--- config.mk ---
export PLATFORM = sky130hd
export DESIGN_NAME = tbp_frontend
export DESIGN_NICKNAME = d
export VERILOG_FILES = /design/src/rtl/tbp_pkg.sv /design/src/rtl/tbp_btb.sv /design/src/rtl/tbp_dirtab.sv /design/src/rtl/tbp_ras.sv /design/src/rtl/tbp_frontend.sv
export SDC_FILE = /design/constraint.sdc
export NUM_CORES = 1
export LEC_CHECK = 0
export ABC_CLOCK_PERIOD_IN_PS = 9410
export BUFFER_PORTS_ARGS = -buffer_cell sky130_fd_sc_hd__buf_4
export CORE_UTILIZATION = 57
export CTS_BUF_LIST = sky130_fd_sc_hd__clkbuf_4
export DETAILED_ROUTE_END_ITERATION = 7
export PLACE_DENSITY_LB_ADDON = 0.1
export SLEW_MARGIN = 40
export SYNTH_ARGS = -nofsm -noshare
export SYNTH_HDL_FRONTEND = slang
export SYNTH_SLANG_ARGS = --single-unit
--- constraint.sdc ---
create_clock -name clk -period 9.41 [get_ports clk]
set_input_delay 1.882 -clock clk [delete_from_list [all_inputs] [get_ports clk]]
set_output_delay 1.882 -clock clk [all_outputs]
set_load 0.1 [all_outputs]
--- src/rtl/tbp_pkg.sv ---
`timescale 1ns/1ps
package tbp_pkg;
  typedef enum logic [1:0] {
    BK_COND = 2'd0,
    BK_CALL = 2'd1,
    BK_RET  = 2'd2,
    BK_JUMP = 2'd3
  } br_kind_e;

  localparam logic [1:0] CTR_INIT = 2'b01;

  // saturating 2-bit counter step
  function automatic logic [1:0] ctr_next(input logic [1:0] c, input logic tk);
    if (tk) return (c == 2'b11) ? c : c + 2'd1;
    return (c == 2'b00) ? c : c - 2'd1;
  endfunction
endpackage

--- src/rtl/tbp_btb.sv ---
`timescale 1ns/1ps
module tbp_btb #(
  parameter int PC_W  = 32,
  parameter int TID_W = 1,
  parameter int IDX_W = 3,
  parameter int TAG_W = PC_W - IDX_W - 2
) (
  input  logic             clk,
  input  logic             rst_n,
  input  logic [IDX_W-1:0] rd_idx,
  input  logic [TAG_W-1:0] rd_tag,
  input  logic [TID_W-1:0] rd_tid,
  output logic             rd_hit,
  output logic [PC_W-1:0]  rd_target,
  output logic [1:0]       rd_kind,
  input  logic             wr_en,
  input  logic [IDX_W-1:0] wr_idx,
  input  logic [TAG_W-1:0] wr_tag,
  input  logic [TID_W-1:0] wr_tid,
  input  logic [PC_W-1:0]  wr_target,
  input  logic [1:0]       wr_kind
);
  localparam int ENTRIES = 1 << IDX_W;

  logic             vld_q  [ENTRIES];
  logic [TAG_W-1:0] tag_q  [ENTRIES];
  logic [TID_W-1:0] tid_q  [ENTRIES];
  logic [PC_W-1:0]  tgt_q  [ENTRIES];
  logic [1:0]       kind_q [ENTRIES];

  always_ff @(posedge clk) begin
    if (!rst_n) begin
      for (int i = 0; i < ENTRIES; i++) vld_q[i] <= 1'b0;
    end else if (wr_en) begin
      vld_q[wr_idx] <= 1'b1;
    end
  end

  // replacement always rewrites owner together with tag
  always_ff @(posedge clk) begin
    if (wr_en) begin
      tag_q[wr_idx]  <= wr_tag;
      tid_q[wr_idx]  <= wr_tid;
      tgt_q[wr_idx]  <= wr_target;
      kind_q[wr_idx] <= wr_kind;
    end
  end

  logic tag_match, tid_match;
  always_comb begin
    tag_match = (tag_q[rd_idx] == rd_tag);
    tid_match = (tid_q[rd_idx] == rd_tid);
    rd_hit    = vld_q[rd_idx] && tag_match && tid_match;
    rd_target = tgt_q[rd_idx];
    rd_kind   = kind_q[rd_idx];
  end

  p_alloc_fields_r4: assert property (@(posedge clk) disable iff (!rst_n)
    wr_en |=> vld_q[$past(wr_idx)] && tid_q[$past(wr_idx)] == $past(wr_tid)
              && tag_q[$past(wr_idx)] == $past(wr_tag));
endmodule

--- src/rtl/tbp_dirtab.sv ---
`timescale 1ns/1ps
module tbp_dirtab #(
  parameter int IDX_W = 4
) (
  input  logic             clk,
  input  logic             rst_n,
  input  logic [IDX_W-1:0] rd_idx,
  output logic [1:0]       rd_ctr,
  input  logic             upd_en,
  input  logic [IDX_W-1:0] upd_idx,
  input  logic             upd_taken
);
  import tbp_pkg::*;
  localparam int ENTRIES = 1 << IDX_W;

  logic [1:0] tab_q [ENTRIES];
  logic [1:0] upd_cur;

  assign upd_cur = tab_q[upd_idx];
  assign rd_ctr  = tab_q[rd_idx];

  always_ff @(posedge clk) begin
    if (!rst_n) begin
      for (int i = 0; i < ENTRIES; i++) tab_q[i] <= CTR_INIT;
    end else if (upd_en) begin
      tab_q[upd_idx] <= ctr_next(upd_cur, upd_taken);
    end
  end

  p_sat_top_r5: assert property (@(posedge clk) disable iff (!rst_n)
    (upd_en && upd_taken && upd_cur == 2'b11) |=> tab_q[$past(upd_idx)] == 2'b11);
  p_sat_bottom_r5: assert property (@(posedge clk) disable iff (!rst_n)
    (upd_en && !upd_taken && upd_cur == 2'b00) |=> tab_q[$past(upd_idx)] == 2'b00);
endmodule

--- src/rtl/tbp_ras.sv ---
`timescale 1ns/1ps
module tbp_ras #(
  parameter int PC_W = 32,
  parameter int AW   = 2
) (
  input  logic            clk,
  input  logic            rst_n,
  input  logic            push,
  input  logic            pop,
  input  logic [PC_W-1:0] push_val,
  output logic [PC_W-1:0] top_val,
  output logic            nonempty
);
  localparam int DEPTH = 1 << AW;
  localparam logic [AW:0] FULL = (AW+1)'(DEPTH);

  logic [PC_W-1:0] mem_q [DEPTH];
  logic [AW-1:0]   sp_q;   // next free slot, wraps
  logic [AW:0]     cnt_q;

  assign top_val  = mem_q[sp_q - AW'(1)];
  assign nonempty = (cnt_q != '0);

  always_ff @(posedge clk) begin
    if (push) mem_q[sp_q] <= push_val;
  end

  always_ff @(posedge clk) begin
    if (!rst_n) begin
      sp_q  <= '0;
      cnt_q <= '0;
    end else if (push) begin
      sp_q  <= sp_q + AW'(1);
      if (cnt_q != FULL) cnt_q <= cnt_q + 1'b1;
    end else if (pop && nonempty) begin
      sp_q  <= sp_q - AW'(1);
      cnt_q <= cnt_q - 1'b1;
    end
  end

  p_push_top_r8: assert property (@(posedge clk) disable iff (!rst_n)
    push |=> top_val == $past(push_val) && nonempty);
  p_full_wrap_r10: assert property (@(posedge clk) disable iff (!rst_n)
    (push && cnt_q == FULL) |=> cnt_q == FULL);
  p_empty_pop_r10: assert property (@(posedge clk) disable iff (!rst_n)
    (pop && !push && !nonempty) |=> $stable(sp_q) && !nonempty);
endmodule

--- src/rtl/tbp_frontend.sv ---
`timescale 1ns/1ps
module tbp_frontend #(
  parameter int NTHR      = 2,
  parameter int PC_W      = 32,
  parameter int BTB_IDX_W = 3,
  parameter int DIR_IDX_W = 4,
  parameter int RAS_AW    = 2,
  parameter int TID_W     = $clog2(NTHR)
) (
  input  logic             clk,
  input  logic             rst_n,
  input  logic             lk_valid,
  input  logic [TID_W-1:0] lk_tid,
  input  logic [PC_W-1:0]  lk_pc,
  input  logic             up_valid,
  input  logic [TID_W-1:0] up_tid,
  input  logic [PC_W-1:0]  up_pc,
  input  logic [1:0]       up_kind,
  input  logic             up_taken,
  input  logic [PC_W-1:0]  up_target,
  output logic             pr_hit,
  output logic             pr_taken,
  output logic [PC_W-1:0]  pr_target
);
  import tbp_pkg::*;
  localparam int TAG_W = PC_W - BTB_IDX_W - 2;

  function automatic logic [BTB_IDX_W-1:0] btb_idx(input logic [PC_W-1:0] pc);
    return pc[BTB_IDX_W+1:2];
  endfunction
  function automatic logic [TAG_W-1:0] btb_tag(input logic [PC_W-1:0] pc);
    return pc[PC_W-1:BTB_IDX_W+2];
  endfunction
  function automatic logic [DIR_IDX_W-1:0] dir_idx(input logic [DIR_IDX_W-1:0] h,
                                                   input logic [PC_W-1:0] pc);
    return h ^ pc[DIR_IDX_W+1:2];
  endfunction

  // named update events
  br_kind_e up_k;
  logic     ev_cond, ev_call, ev_ret, ev_alloc;
  assign up_k     = br_kind_e'(up_kind);
  assign ev_cond  = up_valid && (up_k == BK_COND);
  assign ev_call  = up_valid && (up_k == BK_CALL);
  assign ev_ret   = up_valid && (up_k == BK_RET);
  assign ev_alloc = up_valid && up_taken;

  // per-thread history
  logic [DIR_IDX_W-1:0] hist_q [NTHR];
  logic [NTHR-1:0]      hist_upd;
  logic [PC_W-1:0]      ras_top [NTHR];
  logic [NTHR-1:0]      ras_ne;
  logic [PC_W-1:0]      ret_addr;
  assign ret_addr = up_pc + PC_W'(4);

  for (genvar t = 0; t < NTHR; t++) begin : g_thr
    assign hist_upd[t] = ev_cond && (up_tid == TID_W'(t));

    always_ff @(posedge clk) begin
      if (!rst_n) hist_q[t] <= '0;
      else if (hist_upd[t]) hist_q[t] <= {hist_q[t][DIR_IDX_W-2:0], up_taken};
    end

    tbp_ras #(.PC_W(PC_W), .AW(RAS_AW)) i_ras (
      .clk      (clk),
      .rst_n    (rst_n),
      .push     (ev_call && (up_tid == TID_W'(t))),
      .pop      (ev_ret  && (up_tid == TID_W'(t))),
      .push_val (ret_addr),
      .top_val  (ras_top[t]),
      .nonempty (ras_ne[t])
    );

    p_hist_shift_r7: assert property (@(posedge clk) disable iff (!rst_n)
      hist_upd[t] |=> hist_q[t][0] == $past(up_taken));
    p_hist_hold_r7: assert property (@(posedge clk) disable iff (!rst_n)
      !hist_upd[t] |=> $stable(hist_q[t]));
  end

  // target buffer
  logic            btb_hit;
  logic [PC_W-1:0] btb_tgt;
  logic [1:0]      btb_kind;

  tbp_btb #(.PC_W(PC_W), .TID_W(TID_W), .IDX_W(BTB_IDX_W), .TAG_W(TAG_W)) i_btb (
    .clk       (clk),
    .rst_n     (rst_n),
    .rd_idx    (btb_idx(lk_pc)),
    .rd_tag    (btb_tag(lk_pc)),
    .rd_tid    (lk_tid),
    .rd_hit    (btb_hit),
    .rd_target (btb_tgt),
    .rd_kind   (btb_kind),
    .wr_en     (ev_alloc),
    .wr_idx    (btb_idx(up_pc)),
    .wr_tag    (btb_tag(up_pc)),
    .wr_tid    (up_tid),
    .wr_target (up_target),
    .wr_kind   (up_kind)
  );

  // shared direction counters
  logic [1:0] dir_ctr;

  tbp_dirtab #(.IDX_W(DIR_IDX_W)) i_dir (
    .clk       (clk),
    .rst_n     (rst_n),
    .rd_idx    (dir_idx(hist_q[lk_tid], lk_pc)),
    .rd_ctr    (dir_ctr),
    .upd_en    (ev_cond),
    .upd_idx   (dir_idx(hist_q[up_tid], up_pc)),
    .upd_taken (up_taken)
  );

  // prediction
  logic            sel_tk;
  logic [PC_W-1:0] sel_tgt;
  always_comb begin
    sel_tk  = 1'b0;
    sel_tgt = btb_tgt;
    if (lk_valid && btb_hit) begin
      unique case (br_kind_e'(btb_kind))
        BK_COND: sel_tk = dir_ctr[1];
        BK_RET: begin
          sel_tk = 1'b1;
          if (ras_ne[lk_tid]) sel_tgt = ras_top[lk_tid];
        end
        default: sel_tk = 1'b1;
      endcase
    end
  end

  assign pr_hit    = lk_valid && btb_hit;
  assign pr_taken  = sel_tk;
  assign pr_target = sel_tk ? sel_tgt : lk_pc + PC_W'(4);

  p_idle_quiet_r1: assert property (@(posedge clk) disable iff (!rst_n)
    !lk_valid |-> !pr_hit && !pr_taken);
  p_taken_needs_hit_r3: assert property (@(posedge clk) disable iff (!rst_n)
    pr_taken |-> pr_hit);
endmodule

==> reports/results.tsv, run 1 <==
metric	value	unit
clock_insertion_delay_worst_skew	1040	ps
p_clk_share	38.0	%
synth_top_area_share	71.1	%
ys.warnings.count	0	
ys.flop_type	edfxtp_1	
area_growth_syn_to_layout	13.4	%
timing.rr.start	hist_q[1][1]$_SDFFCE_PN0P_	
dp_hpwl	48300	µm
vdd_drop_max	143	µV
grtUsageTotal	27.6	%
criticalPathCategory	input pin to primary output	
io_pins	139	
crit_required	7530	ps
drc	0	
dr_total_vias	18000	
gp_congestion	0.836	
power	7.48	mW
drt_pre_antenna_iters	7	
routedWlPerCell	26.8	µm
drt_iter0_markers	1597	
cts_root_buf	clkbuf_4	
syn_area_per_cell	18.9	µm²
grt_first_pass_wirelength	117000	µm
overflow	0	
critPathMaxFanout	45	
hp-start	i_btb.vld_q[5]$_DFF_P_	
r2r_setup_slack	6450	ps
finalCoreUtilization	65.6	%
rsz0062_at_grt	no	
fin_crit	7850	ps
syn-num-nets	1888	
place_area	35400	µm²
syn_inst	1771	
core	57800	µm²
grt_pass1_vias	18600	
finClkSkew	34.7	ps
stdcell_area	37900	µm²
arrival	5970	ps
drive_above_1_share	32.3	%
max-cap-violations	0	
fp-row-count	88	
swShare	23.6	%
grt_max_degree	84	
cp-startpoint	lk_pc[2]	
synthDistinctLibCells	43	
io_buffer_count	138	
cp-endpoint	pr_target[17]	
p_leak	13.0	nW
routed_wirelength	79500	µm
via_per_inst	6.06	
r2r-end	i_dir.tab_q[9][0]$_SDFFCE_PN1P_	
status	finished, final reports clean	
synth.yosys.seq_area_share	72.1	%
clock_sinks	810	
htree_num_levels	4	
fmax	127	MHz
fin_crit_sh	83.4	%
drv_slew	0	
relSlewSlack	38.7	%
combPwrFrac	8.1	%
setup_viol	0	
p_seq_share	54.0	%
die_y	244	µm
intPower	5.72	mW
nNetsFinal	2165	
powerDensity	197	nW/µm²
synth_edf_count	792	
cts_tree	yes	
cts_max_path_buffers	3	
die_w	244	µm
post_cts_buffers	0	
yosysTopAreaCell	edfxtp_1	
endpoint_kind	primary output	
finalSetupTns	0	ps
cts_resized	0	
initial_core_util	57.9	%
cp-start-kind	input pin	
netlist_area	33500	µm²
ctsHoldBuffers	0	
ff2ff_path_depth	8	
hold_violations	0	
final_antenna_net_count	0	
antenna_found_initial	8	
worstHoldPathType	register to register	
die-area	59700	µm²
cts_buffers	200	
p_switching	1.77	mW
ys_async_sr_fraction	0	%
clk_pin_slew_worst_paths	60	ps
yosys-top-cells-area	edfxtp_1 (71%), mux4_2 (12%), mux2i_1 (4.2%)	
ys_ff_latch	810	
max_slew.worst_pin.slew	915	ps
## critical path: stages
cell and delay [ps]:
buf_8 410, buf_4 620, mux4_2 570, mux2i_1 170, xnor2_1 100, nor4_1 220, nand4_1 180, nor4_4 440
o21ai_4 280, buf_4 330, mux2i_1 350, buf_4 360
## final cells by class
class / instances / area, µm²
Multi-Input combinational cell: 854 / 8970
Timing Repair Buffer: 168 / 1300
Clock inverter: 64 / 345
Inverter: 14 / 52.6
Clock buffer: 287 / 2150
Fill cell: 4017 / 19900
Sequential cell: 810 / 24100
Tap cell: 765 / 957
Antenna cell: 5 / 12.5
## placed cells by master, fill, tap and decap left out, types with 46 or more instances in the layout
| cell | instances |
|---|---|
| clkinv_1 | 46 |
| nor2_1 | 54 |
| nand2_1 | 91 |
| edfxtp_1 | 792 |
| mux4_2 | 179 |
| clkbuf_4 | 287 |
| xnor2_1 | 56 |
| buf_4 | 160 |
| nand3_1 | 50 |
| mux2i_1 | 141 |
## metrics by stage
step,cells,hold slack (ps),worst slack [ps]
finish,2967,466,1560
global route,2963,488,1280
CTS,2962,467,1440
detailed placement,2611,452,1440
global placement,2611,441,1420
floorplan,1771,435,893
## worst min path at each step
stage	endpoint	cells after the start
2_1_floorplan	i_btb.vld_q[1]$_DFF_P_	1
3_3_place_gp	i_btb.vld_q[1]$_DFF_P_	1
3_5_place_dp	i_btb.vld_q[5]$_DFF_P_	1
4_1_cts	i_btb.vld_q[5]$_DFF_P_	1
5_1_grt	i_btb.vld_q[7]$_DFF_P_	1
6_report	i_btb.vld_q[5]$_DFF_P_	1
## sequential cells by signal (all words and copies together) (netlist names)
| register | count |
|---|---|
| i_btb.tag_q | 216 |
| g_thr.i_ras.cnt_q | 6 |
| i_dir.tab_q | 32 |
| hist_q | 8 |
| i_btb.tgt_q | 256 |
| g_thr.i_ras.sp_q | 4 |
| g_thr.i_ras.mem_q | 256 |
| i_btb.vld_q | 8 |
| i_btb.kind_q | 16 |
| i_btb.tid_q | 8 |
## power by group through the flow
stage / Sequential [mW] / Combinational, mW / Clock [mW]
floorplan: 4.11 / 0.374 / 0
detailed placement: 4.12 / 0.603 / 0
finish: 4.04 / 0.603 / 2.84
global placement: 4.11 / 0.592 / 0
CTS: 4.04 / 0.604 / 2.90
global route: 4.04 / 0.638 / 3.09
## metal layers
metal  vias to the layer above  GRT usage [%]  wire length (µm)
met4                        12           10.5              2190
met5                         -              0                85
met2                       829           41.8             37500
met1                      9197           37.4             31700
li1                       7800              -                 -
met3                       143           9.28              7920
## synthesized netlist by cell type, types with 2 or more instances
cell type	number
nand3_1	50
o211ai_1	2
mux4_2	179
nor3_1	12
nor4_1	2
buf_2	14
mux2i_1	141
inv_1	14
o22a_1	4
buf_6	4
a221oi_1	3
a21boi_0	3
nor2_1	61
o21ai_0	35
a22oi_1	18
clkbuf_1	53
buf_4	8
xnor2_1	59
and4_1	2
ha_1	10
fa_1	2
o21a_1	9
nand2b_1	5
nor2b_1	9
mux2_2	34
and2_1	18
xor2_1	34
edfxtp_1	792
a22o_1	2
buf_1	14
a21oi_1	17
a211oi_1	3
dfxtp_1	18
nand2_1	91
nand4_1	13
and3_1	27
or3_1	3
## cell families after synthesis
group,Yosys count,synth area share (%)
AO/OA/AOI/OAI,99,1.87
multiplexers,354,17.4
flip-flops,810,72.1
AND/OR/NAND/NOR,295,4.21
XOR/XNOR,93,2.43
buffers and inverters,107,1.43
adder cells (fa/ha/maj),13,0.523
Note: power is estimated with default switching activity, not from simulation.
==> run 2: changes to the inputs <==
--- a/config.mk
+++ b/config.mk
@@ -5,7 +5,7 @@
 export SDC_FILE = /design/constraint.sdc
 export NUM_CORES = 1
 export LEC_CHECK = 0
-export ABC_CLOCK_PERIOD_IN_PS = 9410
+export ABC_CLOCK_PERIOD_IN_PS = 7000
 export BUFFER_PORTS_ARGS = -buffer_cell sky130_fd_sc_hd__buf_4
 export CORE_UTILIZATION = 57
 export CTS_BUF_LIST = sky130_fd_sc_hd__clkbuf_4
==> constraint.sdc (replaced) <==
create_clock -name clk -period 7 [get_ports clk]
set_input_delay 1.4 -clock clk [delete_from_list [all_inputs] [get_ports clk]]
set_output_delay 1.4 -clock clk [all_outputs]
set_load 0.1 [all_outputs]
==> run 2 against run 1 <==
Register-to-register slack lost 2600 ps. Clock power up 38%. Clock-buffer cell count increased by 10. Highest routed layer is now met4. Critical endpoint is now pr_target[30]. First-iteration DRC count grew 3.6%. Wire length increased by 3.1%.
==> reports/results.tsv, run 2 (synthesis gave the netlist of run 1 again) <==
metric	value	unit	change
status	finished, final reports clean		
drt_iter0_markers	1654		+3.6%
fin_cells	3000		+1.1%
hold_violations	0		unchanged
grt_pass1_vias	18600		-0.33%
cts_resized	0		unchanged
core	57800	µm²	unchanged
area_growth_syn_to_layout	14.9	%	
cts_tree	yes		
nNetsFinal	2194		+1.3%
cts_buffers	201		+0.50%
place_area	35800	µm²	+1.1%
io_buffer_count	138		unchanged
post-place-ws	762	ps	-682 ps
fp-row-count	88		unchanged
power	10.2	mW	+36%
p_leak	13.0	nW	+0.51%
fin_crit	6230	ps	
overflow	0		unchanged
grt_first_pass_wirelength	120000	µm	+2.5%
vdd_drop_max	211	µV	+48%
die-area	59700	µm²	unchanged
setup_slack	766	ps	-796 ps
gp_congestion	0.839		+0.33%
drt_pre_antenna_iters	7		unchanged
path_buf_inv	4		unchanged
grtUsageTotal	28.5	%	+0.84 points
die_w	244	µm	unchanged
routedWlPerCell	27.3	µm	+2.0%
powerDensity	265	nW/µm²	+34%
crit_family	buffers and inverters		
reg_top3	g_thr.i_ras.mem_q (256), i_btb.tgt_q (256), i_btb.tag_q (216)		
drv_slew	0		unchanged
final_antenna_net_count	0		unchanged
relSlewSlack	36.7	%	-2.0 points
dr_total_vias	18200		+1.1%
rsz0062_at_grt	no		
clock_sinks	810		unchanged
mostFrequentLayoutCells	edfxtp_1 (792), clkbuf_4 (297), buf_4 (184), mux4_2 (179), mux2i_1 (112)		
max_slew.worst_pin.slew	940	ps	+25.3 ps
post-place-cells	2638		+1.0%
grt_max_degree	47		-44%
routed_wirelength	82000	µm	+3.1%
cts_root_buf	clkbuf_4		
via_per_inst	6.06		about the same
setup_viol	0		unchanged
drc	0		unchanged
finClkSkew	26.5	ps	-8.23 ps
worst_path_max_delay_cell	buf_4		
critPathMaxFanout	43		-4.4%
endpoint_kind	primary output		
initial_core_util	57.9	%	unchanged
worstHoldPathType	register to register		
max-cap-violations	0		unchanged
dp_hpwl	51300	µm	+6.3%
multi_input_area	9070	µm²	+1.1%
stdcell_area	38400	µm²	+1.3%
clk_pin_slew_worst_paths	50	ps	about the same
cts_max_path_buffers	3		unchanged
final_common_cell	edfxtp_1		
fmax	160	MHz	
ctsHoldBuffers	0		unchanged
antenna_found_initial	2		-6
crit_top_cell	buf_4		
finalCoreUtilization	66.5	%	+0.88 points
post_cts_buffers	0		unchanged
slowest_delay	640	ps	+20 ps
criticalPathCategory	input pin to primary output		
clock_insertion_delay_worst_skew	1030	ps	about the same
arrival	4830	ps	-1140 ps
cp_cell_sequence	buf_8 > buf_12 > buf_4 > mux4_2 > mux2i_1 > nand2_1 > o21ai_0 > mux2i_2 > buf_4		
fill_cells	3948		-1.7%
fin_crit_sh	89.1	%	
die_y	244	µm	unchanged
crit_required	5600	ps	-1930 ps
area.sequential	24100	µm²	unchanged
cp-start-kind	input pin		
io_pins	139		unchanged
htree_num_levels	4		unchanged
drive_above_1_share	34.7	%	+2.4 points
run 2: cell count changes in the layout (fill, tap and decap cells not counted), sizes merged:
cell,previous run,this run
buf,168,196
clkbuf,287,297
clkinv,52,45
bufinv,3,4
diode,5,6
run 2: cell type report:
type | instances | area share (%)
Sequential cell | 810 | 62.8
Multi-Input combinational cell | 854 | 23.6
Clock buffer | 297 | 5.80
Timing Repair Buffer | 196 | 4.26
Tap cell | 765 | 2.49
Clock inverter | 58 | 0.895
Inverter | 14 | 0.137
Antenna cell | 6 | 0.0390
run 2: per-layer routing:
metal,up-vias,GRT usage (%),wire length (µm)
met1,9311,38.6,32500
met3,114,9.39,8870
li1,7862,-,-
met2,897,43.5,38700
met5,-,0,0
met4,0,10.2,1860
run 2: through the flow:
stage	hold slack (ps)	setup TNS [ps]
6_report	462	0
5_1_grt	485	0
4_1_cts	466	0
3_5_place_dp	453	0
3_3_place_gp	442	0
2_1_floorplan	435	-2470
run 2: worst paths after layout:
check             depth (start not counted)                          endpoint                  startpoint  slack, ps
setup / recovery                          9                     pr_target[30]                    lk_pc[2]        770
hold reg to reg                           1            i_btb.vld_q[2]$_DFF_P_      i_btb.vld_q[2]$_DFF_P_        460
hold / removal                            1            i_btb.vld_q[2]$_DFF_P_      i_btb.vld_q[2]$_DFF_P_        460
setup reg to reg                         10  i_dir.tab_q[13][1]$_SDFFCE_PN0P_  hist_q[1][0]$_SDFFCE_PN0P_       3810
run 2: report_power, final:
group | leakage, nW | internal, mW | switching, mW
logic | 4.21 | 0.306 | 0.535
clock network | 1.53 | 2.08 | 1.84
registers | 7.29 | 5.40 | 0.0217
